File: config.mk
export PLATFORM = sky130hd
export DESIGN_NAME = filt_lfsr_cipher
export DESIGN_NICKNAME = d
export VERILOG_FILES = /design/src/rtl/fl_cipher_pkg.sv /design/src/rtl/fl_lfsr_core.sv /design/src/rtl/fl_seq_ctrl.sv /design/src/rtl/fl_ks_tap.sv /design/src/rtl/fl_auth_cmp.sv /design/src/rtl/filt_lfsr_cipher.sv
export SDC_FILE = /design/constraint.sdc
export NUM_CORES = 1
export LEC_CHECK = 0
export BUFFER_PORTS_ARGS = -buffer_cell sky130_fd_sc_hd__buf_2
export CAP_MARGIN = 20
export CELL_PAD_IN_SITES_DETAIL_PLACEMENT = 0
export CELL_PAD_IN_SITES_GLOBAL_PLACEMENT = 2
export CORE_UTILIZATION = 33
export DETAILED_ROUTE_END_ITERATION = 8
export PLACE_DENSITY = 0.8
export RECOVER_POWER = 50
export SLEW_MARGIN = 20
export SYNTH_ARGS = -nofsm -noshare
export SYNTH_HDL_FRONTEND = slang
export SYNTH_SLANG_ARGS = --single-unit
File: constraint.sdc
create_clock -name clk -period 2.5 [get_ports clk]
set_clock_uncertainty 0.05 [all_clocks]
set_input_delay 0.375 -clock clk [delete_from_list [all_inputs] [get_ports clk]]
set_output_delay 0.375 -clock clk [all_outputs]
set_load 0.01 [all_outputs]
File: src/rtl/fl_cipher_pkg.sv
package fl_cipher_pkg;

  localparam int STATE_W  = 48;
  localparam int SER_W    = 32;
  localparam int KEY_W    = 48;
  localparam int IV_W     = 32;
  localparam int KEY_LO_W = STATE_W - SER_W;   // key bits seeded into the register
  localparam int KEY_HI_W = KEY_W - KEY_LO_W;  // key bits mixed during rounds

  localparam logic [15:0] NIB_TBL_EDGE = 16'h2C79;
  localparam logic [15:0] NIB_TBL_MID  = 16'h6671;
  localparam logic [31:0] MIX_TBL      = 32'h7907287B;

  typedef logic [STATE_W-1:0] lfsr_t;

  typedef enum logic [1:0] {
    PH_IDLE = 2'd0,
    PH_INIT = 2'd1,
    PH_AUTH = 2'd2
  } phase_t;

  // 4-input lookup; b0 is the index LSB
  function automatic logic nib_lookup(input logic [15:0] tbl, input logic b0,
                                      input logic b1, input logic b2, input logic b3);
    return tbl[{b3, b2, b1, b0}];
  endfunction

  // two-level nonlinear output filter
  function automatic logic filter_out(input lfsr_t s);
    logic [4:0] sel;
    sel[0] = nib_lookup(NIB_TBL_EDGE, s[1],  s[2],  s[4],  s[5]);
    sel[1] = nib_lookup(NIB_TBL_MID,  s[7],  s[11], s[13], s[14]);
    sel[2] = nib_lookup(NIB_TBL_MID,  s[16], s[20], s[22], s[25]);
    sel[3] = nib_lookup(NIB_TBL_MID,  s[27], s[28], s[30], s[32]);
    sel[4] = nib_lookup(NIB_TBL_EDGE, s[33], s[42], s[43], s[45]);
    return MIX_TBL[sel];
  endfunction

  // 16-tap linear feedback on the old state
  function automatic logic feedback(input lfsr_t s);
    return s[0]  ^ s[2]  ^ s[3]  ^ s[6]  ^ s[7]  ^ s[8]  ^ s[16] ^ s[22] ^
           s[23] ^ s[26] ^ s[30] ^ s[41] ^ s[42] ^ s[43] ^ s[46] ^ s[47];
  endfunction

  // right shift with a new top bit
  function automatic lfsr_t shift_in(input lfsr_t s, input logic b);
    return {b, s[STATE_W-1:1]};
  endfunction

endpackage

File: src/rtl/fl_lfsr_core.sv
module fl_lfsr_core
  import fl_cipher_pkg::*;
(
  input  logic                clk,
  input  logic                rst_n,
  input  logic                load_i,
  input  logic                mix_i,
  input  logic                adv_i,
  input  logic [KEY_W-1:0]    key_i,
  input  logic [SER_W-1:0]    ser_i,
  input  logic [IV_W-1:0]     iv_i,
  output logic                kbit_o
);

  lfsr_t               st_q;
  logic [KEY_HI_W-1:0] kmix_q;
  logic [IV_W-1:0]     ivmix_q;

  lfsr_t st_shift;
  lfsr_t st_run;
  logic  mix_bit;

  always_comb begin
    st_shift = shift_in(st_q, 1'b0);
    mix_bit  = filter_out(st_shift) ^ ivmix_q[0] ^ kmix_q[0];
    st_run   = shift_in(st_q, feedback(st_q));
    kbit_o   = filter_out(st_run);
  end

  always_ff @(posedge clk or negedge rst_n) begin
    if (!rst_n) begin
      st_q    <= '0;
      kmix_q  <= '0;
      ivmix_q <= '0;
    end else if (load_i) begin
      st_q    <= {key_i[KEY_LO_W-1:0], ser_i};
      kmix_q  <= key_i[KEY_W-1:KEY_LO_W];
      ivmix_q <= iv_i;
    end else if (mix_i) begin
      st_q    <= {mix_bit, st_shift[STATE_W-2:0]};
      kmix_q  <= {1'b0, kmix_q[KEY_HI_W-1:1]};
      ivmix_q <= {1'b0, ivmix_q[IV_W-1:1]};
    end else if (adv_i) begin
      st_q    <= st_run;
    end
  end

endmodule

File: src/rtl/fl_seq_ctrl.sv
module fl_seq_ctrl
  import fl_cipher_pkg::*;
#(
  parameter int AUTH_W = 32
) (
  input  logic clk,
  input  logic rst_n,
  input  logic start_i,
  input  logic auth_req_i,
  input  logic step_i,
  output logic busy_o,
  output logic load_o,
  output logic mix_o,
  output logic adv_o,
  output logic step_take_o,
  output logic auth_load_o,
  output logic auth_round_o,
  output logic auth_last_o
);

  localparam int MAX_R = (IV_W > AUTH_W) ? IV_W : AUTH_W;
  localparam int RW    = $clog2(MAX_R);
  localparam logic [RW-1:0] INIT_LAST = RW'(IV_W - 1);
  localparam logic [RW-1:0] AUTH_LAST = RW'(AUTH_W - 1);

  phase_t      phase_q;
  logic [RW-1:0] rnd_q;
  logic        last_rnd;

  always_comb begin
    busy_o       = (phase_q != PH_IDLE);
    load_o       = start_i;
    auth_load_o  = !start_i && !busy_o && auth_req_i;
    step_take_o  = !start_i && !busy_o && !auth_req_i && step_i;
    mix_o        = !start_i && (phase_q == PH_INIT);
    auth_round_o = !start_i && (phase_q == PH_AUTH);
    adv_o        = step_take_o || auth_round_o;
    last_rnd     = (phase_q == PH_INIT) ? (rnd_q == INIT_LAST) : (rnd_q == AUTH_LAST);
    auth_last_o  = auth_round_o && last_rnd;
  end

  always_ff @(posedge clk or negedge rst_n) begin
    if (!rst_n) begin
      phase_q <= PH_IDLE;
      rnd_q   <= '0;
    end else if (start_i) begin
      phase_q <= PH_INIT;
      rnd_q   <= '0;
    end else if (auth_load_o) begin
      phase_q <= PH_AUTH;
      rnd_q   <= '0;
    end else if (busy_o) begin
      rnd_q <= rnd_q + 1'b1;
      if (last_rnd) phase_q <= PH_IDLE;
    end
  end

endmodule

File: src/rtl/fl_ks_tap.sv
module fl_ks_tap #(
  parameter int BYTE_W = 8
) (
  input  logic              clk,
  input  logic              rst_n,
  input  logic              clear_i,
  input  logic              take_i,
  input  logic              bit_i,
  input  logic              din_i,
  output logic              ks_valid_o,
  output logic              ks_bit_o,
  output logic              dout_o,
  output logic              byte_valid_o,
  output logic [BYTE_W-1:0] byte_o
);

  localparam int CW = $clog2(BYTE_W);
  localparam logic [CW-1:0] CNT_LAST = CW'(BYTE_W - 1);

  logic [BYTE_W-2:0] part_q;
  logic [CW-1:0]     cnt_q;
  logic              byte_end;

  assign byte_end = take_i && (cnt_q == CNT_LAST);

  always_ff @(posedge clk or negedge rst_n) begin
    if (!rst_n) begin
      ks_valid_o   <= 1'b0;
      ks_bit_o     <= 1'b0;
      dout_o       <= 1'b0;
      byte_valid_o <= 1'b0;
      byte_o       <= '0;
      part_q       <= '0;
      cnt_q        <= '0;
    end else begin
      ks_valid_o   <= take_i;
      byte_valid_o <= byte_end;
      if (clear_i) begin
        cnt_q  <= '0;
        part_q <= '0;
      end else if (take_i) begin
        ks_bit_o <= bit_i;
        dout_o   <= din_i ^ bit_i;
        part_q   <= {part_q[BYTE_W-3:0], bit_i};
        if (byte_end) begin
          byte_o <= {part_q, bit_i};
          cnt_q  <= '0;
        end else begin
          cnt_q  <= cnt_q + 1'b1;
        end
      end
    end
  end

endmodule

File: src/rtl/fl_auth_cmp.sv
module fl_auth_cmp #(
  parameter int AUTH_W = 32
) (
  input  logic              clk,
  input  logic              rst_n,
  input  logic              load_i,
  input  logic [AUTH_W-1:0] word_i,
  input  logic              round_i,
  input  logic              last_i,
  input  logic              bit_i,
  output logic              done_o,
  output logic              pass_o
);

  logic [AUTH_W-1:0] ref_q;
  logic [AUTH_W-1:0] acc_q;
  logic [AUTH_W-1:0] acc_nxt;

  assign acc_nxt = {acc_q[AUTH_W-2:0], bit_i};

  always_ff @(posedge clk or negedge rst_n) begin
    if (!rst_n) begin
      ref_q  <= '0;
      acc_q  <= '0;
      done_o <= 1'b0;
      pass_o <= 1'b0;
    end else begin
      done_o <= last_i;
      if (load_i) begin
        ref_q <= word_i;
        acc_q <= '0;
      end else if (round_i) begin
        acc_q <= acc_nxt;
      end
      if (last_i) pass_o <= (acc_nxt == ~ref_q);
    end
  end

endmodule

File: src/rtl/filt_lfsr_cipher.sv
module filt_lfsr_cipher
  import fl_cipher_pkg::*;
#(
  parameter int BYTE_W = 8,
  parameter int AUTH_W = 32
) (
  input  logic              clk,
  input  logic              rst_n,
  input  logic              start_i,
  input  logic [KEY_W-1:0]  key_i,
  input  logic [SER_W-1:0]  serial_i,
  input  logic [IV_W-1:0]   iv_i,
  input  logic              step_i,
  input  logic              din_i,
  input  logic              auth_req_i,
  input  logic [AUTH_W-1:0] auth_word_i,
  output logic              busy_o,
  output logic              ks_valid_o,
  output logic              ks_bit_o,
  output logic              dout_o,
  output logic              byte_valid_o,
  output logic [BYTE_W-1:0] byte_o,
  output logic              auth_done_o,
  output logic              auth_pass_o
);

  // inputs arrive first-byte-high; the register wants them mirrored
  logic [KEY_W-1:0] key_m;
  logic [SER_W-1:0] ser_m;
  logic [IV_W-1:0]  iv_m;

  for (genvar b = 0; b < KEY_W; b++) begin : g_key_mirror
    assign key_m[b] = key_i[KEY_W-1-b];
  end
  for (genvar b = 0; b < SER_W; b++) begin : g_ser_mirror
    assign ser_m[b] = serial_i[SER_W-1-b];
  end
  for (genvar b = 0; b < IV_W; b++) begin : g_iv_mirror
    assign iv_m[b] = iv_i[IV_W-1-b];
  end

  // named internal events
  logic do_load;
  logic do_mix;
  logic do_adv;
  logic step_take;
  logic auth_load;
  logic auth_round;
  logic auth_last;
  logic kbit;

  fl_seq_ctrl #(.AUTH_W(AUTH_W)) u_ctrl (
    .clk          (clk),
    .rst_n        (rst_n),
    .start_i      (start_i),
    .auth_req_i   (auth_req_i),
    .step_i       (step_i),
    .busy_o       (busy_o),
    .load_o       (do_load),
    .mix_o        (do_mix),
    .adv_o        (do_adv),
    .step_take_o  (step_take),
    .auth_load_o  (auth_load),
    .auth_round_o (auth_round),
    .auth_last_o  (auth_last)
  );

  fl_lfsr_core u_core (
    .clk    (clk),
    .rst_n  (rst_n),
    .load_i (do_load),
    .mix_i  (do_mix),
    .adv_i  (do_adv),
    .key_i  (key_m),
    .ser_i  (ser_m),
    .iv_i   (iv_m),
    .kbit_o (kbit)
  );

  fl_ks_tap #(.BYTE_W(BYTE_W)) u_tap (
    .clk          (clk),
    .rst_n        (rst_n),
    .clear_i      (do_load),
    .take_i       (step_take),
    .bit_i        (kbit),
    .din_i        (din_i),
    .ks_valid_o   (ks_valid_o),
    .ks_bit_o     (ks_bit_o),
    .dout_o       (dout_o),
    .byte_valid_o (byte_valid_o),
    .byte_o       (byte_o)
  );

  fl_auth_cmp #(.AUTH_W(AUTH_W)) u_auth (
    .clk     (clk),
    .rst_n   (rst_n),
    .load_i  (auth_load),
    .word_i  (auth_word_i),
    .round_i (auth_round),
    .last_i  (auth_last),
    .bit_i   (kbit),
    .done_o  (auth_done_o),
    .pass_o  (auth_pass_o)
  );

endmodule

==> summary.md, run 1 <==
| Metric | Value |
|---|---|
| R2r endpoint | `u_core.st_q[47]$_DFFE_PN0P_` |
| R2r setup slk | `0.12 ns` |
| Hold Crit Class | `primary input to flip-flop` |
| Endpoint of the worst hold path | `u_core.kmix_q[3]$_DFFE_PN0P_` |
| Port bufs | `164` |
| Std cell rows | `62` |
| Worst skew pair latency | `0.51 ns` |
| Synth Area in XOR/XNOR | `4.48%` |
| Slew @ Worst Pin | `1.75 ns` |
| Post-synthesis mux area share | `16.8%` |
| WL per Instance | `15.1 um` |
| CTS Sinks | `206` |
| P_leak | `5.34 nW` |
| Pin count of the biggest net entering global routing | `134` |
| Post-synthesis cell count | `858` |
| Clock Root Buffer | `clkbuf_16` |
| H-tree levels | `1` |
| CTS tree | `done` |
| Boundary pin count | `165` |
| Outcome | `finished with violations` |
| Final Non-Filler Cells | `1426` |
| Layout cells sized above 1 | `27.1%` |
| Core area | `28600 sq um` |
| Overflow after GRT | `0` |
| Placed Instances | `1378` |
| Final hold vios | `0` |
| R2R depth | `7` |
| Mapped Avg Cell Area | `11.2 sq um` |
| Total power draw | `8.21 mW` |
| 1st-iter DRT viols | `409` |
| RSZ-0062 raised after global routing | `no` |
| Vias | `6674` |
| Max-slew violation count | `68` |
| Ys async rst share | `100%` |
| Pre-antenna DRT Iters | `4` |
| Total GRT Usage | `14.6%` |
| Violated checks | `max-capacitance violations, max-slew violations` |
| Sequential fraction of the synthesis area | `53.8%` |
| Die width | `172 um` |
| Post-synth cell types | `47` |
| Max-cap violations | `1` |
| P&R area growth vs syn | `23.5%` |
| Worst hold path depth | `3` |
| Slew HR | `-16.3%` |
| Period utilization | `95.0%` |
| Clock slew at reported path FFs | `0.06 ns` |
| Power per cell area | `694 nW/um^2` |
| Area fraction in compound gates after synthesis | `11.0%` |
| Yosys warns | `0` |
| First-pass GRT wire length | `34500 um` |
| Gpl congestion | `0.723` |
| DRT antenna net count | `0` |
| Yosys reg bits | `206` |
| Worst EP required | `2.83 ns` |
| Clock buffer count from CTS | `24` |
| Top FF cell, synth | `dfrtp_1` |
| DRC errors left | `0` |
| Syn Nets | `1026` |
| Initial antenna violation count | `0` |
| F_max | `421 MHz` |
| Vias in the first global route | `6482` |
| Setup TNS | `0 ns` |
| DIE HEIGHT | `172 um` |
| Crit path DAT | `2.71 ns` |
| Post-layout util | `41.3%` |
| Critical path launch point type | `flip-flop` |
| Hold Startpoint | `key_i[28]` |
| Crit. End Element | `flip-flop` |
| Post-detail-place hpwl | `14800 um` |
| Post-synth EDFFs | `0` |
| R2R Path Start | `u_core.st_q[2]$_DFFE_PN0P_` |
| Fin crit period | `2.38 ns` |
| Final Setup Violations | `0` |
| Synth Area in Adders | `2.35%` |
| Post-Syn Area | `9580 sq um` |
| CTS max path bufs | `3` |
| Peak VDD IR | `0.377 mV` |
| Synth Area in Simple Gates | `8.66%` |
| Worst-path maximum fanout | `4` |
| ANT cells | `0` |
| Total wire length | `21600 um` |
| Post-DR vias/cell | `4.68` |
| Crit path kind | `flip-flop to flip-flop` |
| Main combinational cell family by area after synthesis | `multiplexers` |
| Initial core utilization | `33.5%` |
| Die ar. | `29700 sq um` |
| Nets | `1194` |
-- layout make-up --
cell class	count	area (sq um)
clock buffers	36	727
flip-flops and latches	206	5150
clock inverters	6	55.1
well taps	384	480
inverters	18	70.1
multi-input cells	584	4190
fillers	2829	16800
repair buffers	192	1150
-- flip-flops by register name, summed over array words and instances (netlist names), 2 cells and up --
register and flops:
u_core.kmix_q 32, u_tap.part_q 7, u_ctrl.rnd_q 5, u_core.ivmix_q 32, u_tap.cnt_q 3, u_auth.ref_q 32
u_core.st_q 48, u_tap.byte_o 8, u_ctrl.phase_q 2, u_auth.acc_q 31
-- cells in the mapped netlist (all sizes together) (12+ instances only) --
master | instances | area (sq um)
o21ai | 124 | 621
nand2 | 141 | 532
inv | 18 | 70.1
mux2i | 111 | 1110
mux2 | 40 | 450
clkbuf | 26 | 97.6
buf | 24 | 118
xnor2 | 41 | 359
dfrtp | 206 | 5150
a22o | 31 | 272
nor2 | 12 | 45.0
ha | 18 | 225
-- per-stage QoR --
stage          worst slack (ns)  hold WS [ns]  cell area (sq um)
2_1_floorplan            0.0560        0.0294               9580
3_3_place_gp             0.0388         0.394              11000
3_5_place_dp            0.00642         0.406              11000
4_1_cts                 0.00559      0.000511              11800
5_1_grt                0.000868       0.00775              11800
6_report                  0.125        0.0283              11800
-- worst max-delay path, cell delays in order, from the launching register on --
cell	delay, ns
dfrtp_1	0.38
ha_1	0.29
mux4_2	0.54
ha_1	0.23
mux2i_1	0.18
a2bb2oi_2	0.11
and2_4	0.18
a221o_1	0.31
-- cell families after synthesis --
logic type,Yosys count
flops,206
mux,153
simple gates,189
fa+ha+maj,18
compound gates,175
xor+xnor,49
buf+inv,68
-- worst max path at each step --
stage | cells after the start | endpoint | start | slack, ns
after floorplan | 8 | u_core.st_q[47]$_DFFE_PN0P_ | u_core.st_q[3]$_DFFE_PN0P_ | 0.06
after CTS | 9 | u_tap.part_q[0]$_DFFE_PN0P_ | u_core.st_q[3]$_DFFE_PN0P_ | 0.006
after global placement | 7 | u_tap.dout_o$_DFFE_PN0P_ | u_core.st_q[2]$_DFFE_PN0P_ | 0.04
after global routing | 9 | u_auth.pass_o$_DFFE_PN0P_ | u_core.st_q[3]$_DFFE_PN0P_ | 0.0009
final | 7 | u_core.st_q[47]$_DFFE_PN0P_ | u_core.st_q[2]$_DFFE_PN0P_ | 0.12
after detailed placement | 8 | u_tap.dout_o$_DFFE_PN0P_ | u_core.st_q[3]$_DFFE_PN0P_ | 0.006
-- routing by layer --
metal | track usage [%] | wire, um
met1 | 21.6 | 10700
met2 | 22.1 | 9590
met3 | 2.56 | 954
met4 | 3.19 | 312
met5 | 0 | 0
-- repair_timing --
| item | in CTS | in global routing |
|---|---|---|
| endpoints found under the hold margin | 69 | 0 |
| hold buffers | 5 | 0 |
| buffers inserted | 0 | 1 |
| pin swaps | 0 | 4 |
| resized for setup | 2 | 8 |
| cloned | 0 | 0 |
| setup endpoints to repair | 2 | 7 |
-- report_power, final --
group	total, mW	internal, mW	switching [mW]
registers	3.75	3.57	0.176
logic	1.02	0.523	0.495
clock network	3.45	2.10	1.35
-- placed cells by master, fill, tap and decap left out, types with 3 or more instances in the layout --
cell type and instances:
mux2i_1 110, nand2_1 139, and2_1 3, dfrtp_1 206, o21ai_0 110, nand3_1 5, o21ai_1 13, clkbuf_16 25
xnor2_1 41, nor4_1 7, nor2_1 12, o31ai_1 3, buf_2 163, buf_12 8, mux2_2 40, clkbuf_1 5
a21oi_1 6, nand2b_1 3, buf_4 14, inv_1 17, a22o_1 31, clkinv_2 5, xor2_1 8, ha_1 16
clkbuf_8 6, dlygate4sd3_1 5
No activity file was read; power rests on OpenSTA's default activity.
==> run 2, diff against run 1 <==
Settings changed: ABC_AREA set to 1, BUFFER_PORTS_ARGS -buffer_cell sky130_fd_sc_hd__buf_2 to not set, CORE_UTILIZATION 33 to 36, DONT_BUFFER_PORTS set to 1.
==> summary.md, run 2 <==
| Metric | Value |
|---|---|
| Port bufs | `0 (-100%)` |
| Crit path DAT | `2.65 ns (-0.06 ns)` |
| Period utilization | `90.5% (-4.5 points)` |
| Area share of the largest cell type after synthesis | `51.8% (-2.0 points)` |
| R2R Path Start | `u_ctrl.phase_q[0]$_DFFE_PN0P_` |
| Worst-path maximum fanout | `21 (+17)` |
| Mapped Avg Cell Area | `9.61 sq um (-14%)` |
| Gpl congestion | `0.761 (+5.3%)` |
| Violated checks | `negative hold slack` |
| Fin crit period | `2.26 ns (-0.114 ns)` |
| Post-synth EDFFs | `0 (unchanged)` |
| Die ar. | `28300 sq um (-4.7%)` |
| Yosys reg bits | `206 (unchanged)` |
| Slew @ Worst Pin | `0.709 ns (-1.04 ns)` |
| Fillcell total | `2569 (-9.2%)` |
| DRT antenna net count | `0 (unchanged)` |
| Crit. End Element | `flip-flop` |
| Synth top area cells | `dfrtp_1 (52%), nand2_1 (7.8%), inv_1 (6.0%)` |
| WL per Instance | `15.5 um (+2.3%)` |
| Total GRT Usage | `17.2% (+2.6 points)` |
| Critical Path Slowest Stage Cell | `dfrtp_1` |
| RSZ-0062 raised after global routing | `no` |
| DIE HEIGHT | `168 um (-2.4%)` |
| Outcome | `finished with violations` |
| Boundary pin count | `165 (unchanged)` |
| Post-CTS Hold Fix Bufs | `144 (+139)` |
| Clock Root Buffer | `clkbuf_16` |
| Vias | `7451 (+12%)` |
| CTS tree | `done` |
| Core area | `27000 sq um (-5.6%)` |
| 1st-iter DRT viols | `491 (+20%)` |
| Yosys top cell by area | `dfrtp_1` |
| Clock buffer count from CTS | `25 (+4.2%)` |
| Clock slew at reported path FFs | `0.06 ns (about the same)` |
| R2r setup slk | `0.24 ns (+0.11 ns)` |
| Slew HR | `52.7% (+69 points)` |
| Max-cap violations | `0 (-1)` |
| Power per cell area | `680 nW/um^2 (-2.0%)` |
| Syn Nets | `1204 (+17%)` |
| Ys async rst share | `100% (unchanged)` |
| Setup TNS | `0 ns (unchanged)` |
| Nets | `1342 (+12%)` |
| Synth cell count leaders | `nand2_1 (208), dfrtp_1 (206), inv_1 (159)` |
| Post-DR vias/cell | `4.86 (+3.9%)` |
| Layout cells sized above 1 | `13.5% (-14 points)` |
| Most frequent cells in the layout | `nand2_1 (206), dfrtp_1 (206), inv_1 (158)` |
| Largest reg by FF count | `u_core.st_q` |
| Crit path cell chain | `nor2_4 -> nand2_2 -> nor2_1 -> nand2_2 -> inv_4 -> nor3_4 -> inv_4 -> buf_4 -> o211ai_2 -> o21ai_1` |
| H-tree levels | `1 (unchanged)` |
| Yosys warns | `0 (unchanged)` |
| Total power draw | `8.56 mW (+4.2%)` |
| Worst EP required | `2.88 ns (+0.05 ns)` |
| Pin count of the biggest net entering global routing | `207 (+54%)` |
| Count leader, synth | `nand2_1` |
| Final Setup Violations | `0 (unchanged)` |
| Initial antenna violation count | `0 (unchanged)` |
| P_leak | `6.06 nW (+13%)` |
| Top FF cell, synth | `dfrtp_1` |
| CTS max path bufs | `3 (unchanged)` |
| DRC errors left | `0 (unchanged)` |
| R2R depth | `10 (+3)` |
| CTS Sinks | `206 (unchanged)` |
| Overflow after GRT | `0 (unchanged)` |
| Initial core utilization | `36.8% (+3.4 points)` |
| P&R area growth vs syn | `26.4%` |
| Post-detail-place hpwl | `15000 um (+1.8%)` |
| Die width | `168 um (-2.4%)` |
| Hold slack | `-0.488 ns (-0.516 ns)` |
| Vias in the first global route | `7546 (+16%)` |
| Flip-flop count of the largest register after layout | `48 (unchanged)` |
| First-pass GRT wire length | `39300 um (+14%)` |
| Sequential fraction of the synthesis area | `51.8% (-2.0 points)` |
| Critical path launch point type | `flip-flop` |
| Hold Crit Class | `primary input to async pin` |
| ANT cells | `0 (unchanged)` |
| Crit path kind | `flip-flop to flip-flop` |
| R2r endpoint | `u_core.st_q[36]$_DFFE_PN0P_` |
| Total wire length | `23700 um (+9.9%)` |
| Worst skew pair latency | `0.52 ns (about the same)` |
| Post-synth cell types | `41 (-13%)` |
| Worst stage delay on the critical path | `0.42 ns (-0.12 ns)` |
| F_max | `442 MHz (+5.0%)` |
| Peak VDD IR | `0.415 mV (+10%)` |
| Pre-antenna DRT Iters | `4 (unchanged)` |
| Final hold vios | `206 (+206)` |
| Max-slew violation count | `0 (-100%)` |
| Std cell rows | `60 (-3.2%)` |
| Post-synthesis cell count | `1036 (+21%)` |
| Post-Syn Area | `9960 sq um (+3.9%)` |
==> run 2: cell types whose count changed after synthesis, sizes merged, moves of 23 or more <==
cell / change
inv: +148
mux2i: -111
nand2: +70
o211ai: +58
o21ai: -44
o22ai: +38
o221ai: +34
a22o: -28
nand3: +28
xnor2: -23
==> run 2: cell type report <==
type	instances	area, sq um	area share (%)
Clock buffer	36	747	5.93
Clock inverter	8	101	0.805
Inverter	166	631	5.01
Multi-Input combinational cell	612	3900	31.0
Sequential cell	206	5150	41.0
Tap cell	341	427	3.39
Timing Repair Buffer	163	1630	12.9
==> run 2: worst max path at each step <==
| stage | startpoint | endpoint | cells past startpoint |
|---|---|---|---|
| 5_1_grt | u_core.st_q[3]$_DFFE_PN0P_ | u_auth.pass_o$_DFFE_PN0P_ | 13 |
| 2_1_floorplan | u_core.st_q[3]$_DFFE_PN0P_ | u_auth.pass_o$_DFFE_PN0P_ | 15 |
| 3_5_place_dp | u_core.st_q[3]$_DFFE_PN0P_ | u_auth.pass_o$_DFFE_PN0P_ | 15 |
| 3_3_place_gp | u_core.st_q[3]$_DFFE_PN0P_ | u_auth.pass_o$_DFFE_PN0P_ | 15 |
| 6_report | u_ctrl.phase_q[0]$_DFFE_PN0P_ | u_core.st_q[36]$_DFFE_PN0P_ | 10 |
| 4_1_cts | u_core.st_q[3]$_DFFE_PN0P_ | u_auth.pass_o$_DFFE_PN0P_ | 15 |
==> run 2: through the flow <==
| step | hold WS [ns] | instance area (sq um) | std cells | setup slack [ns] | util (%) |
|---|---|---|---|---|---|
| floorplan | 0.0294 | 9960 | 1036 | 0.319 | - |
| global placement | 0.0357 | 10300 | 1342 | 0.187 | 38.0 |
| detailed placement | 0.0376 | 10300 | 1342 | 0.0971 | 38.0 |
| CTS | -0.523 | 12600 | 1530 | 0.108 | 46.5 |
| global route | -0.521 | 12600 | 1532 | 0.00132 | 46.6 |
| finish | -0.488 | 12600 | 1532 | 0.239 | 46.6 |
==> run 2: critical path, delay by kind of cell (launching register included) <==
family          cells  cell delay, ns
simple gates        5            0.80
buf+inv             3            0.69
compound gates      2            0.19
flops               1            0.42
==> run 2: cell families after synthesis <==
group,share of synthesized area [%]
AND/OR/NAND/NOR,12.2
AO/OA/AOI/OAI,17.9
buffers and inverters,9.14
flip-flops,51.8
XOR/XNOR,3.25
multiplexers,3.51
adder cells (fa/ha/maj),2.26
==> run 2: per-layer routing <==
metal  up-vias  routed length, um  GRT usage (%)
li1       3736                  -              -
met1      3532              11200           23.2
met2       153              11000           28.5
met3        30               1160           3.20
met4         0                391           3.87
met5         -                  0              0
==> run 2: repair_timing <==
| action | in CTS | in global routing |
|---|---|---|
| endpoints found under the setup margin | 0 | 5 |
| setup buffers | 0 | 2 |
| endpoints found under the hold margin | 351 | 206 |
| resized for setup | 0 | 4 |
==> run 2: power by group <==
part | internal (mW) | switching [mW] | total [mW]
registers | 3.60 | 0.141 | 3.74
logic | 0.550 | 0.593 | 1.14
clock network | 2.27 | 1.41 | 3.68
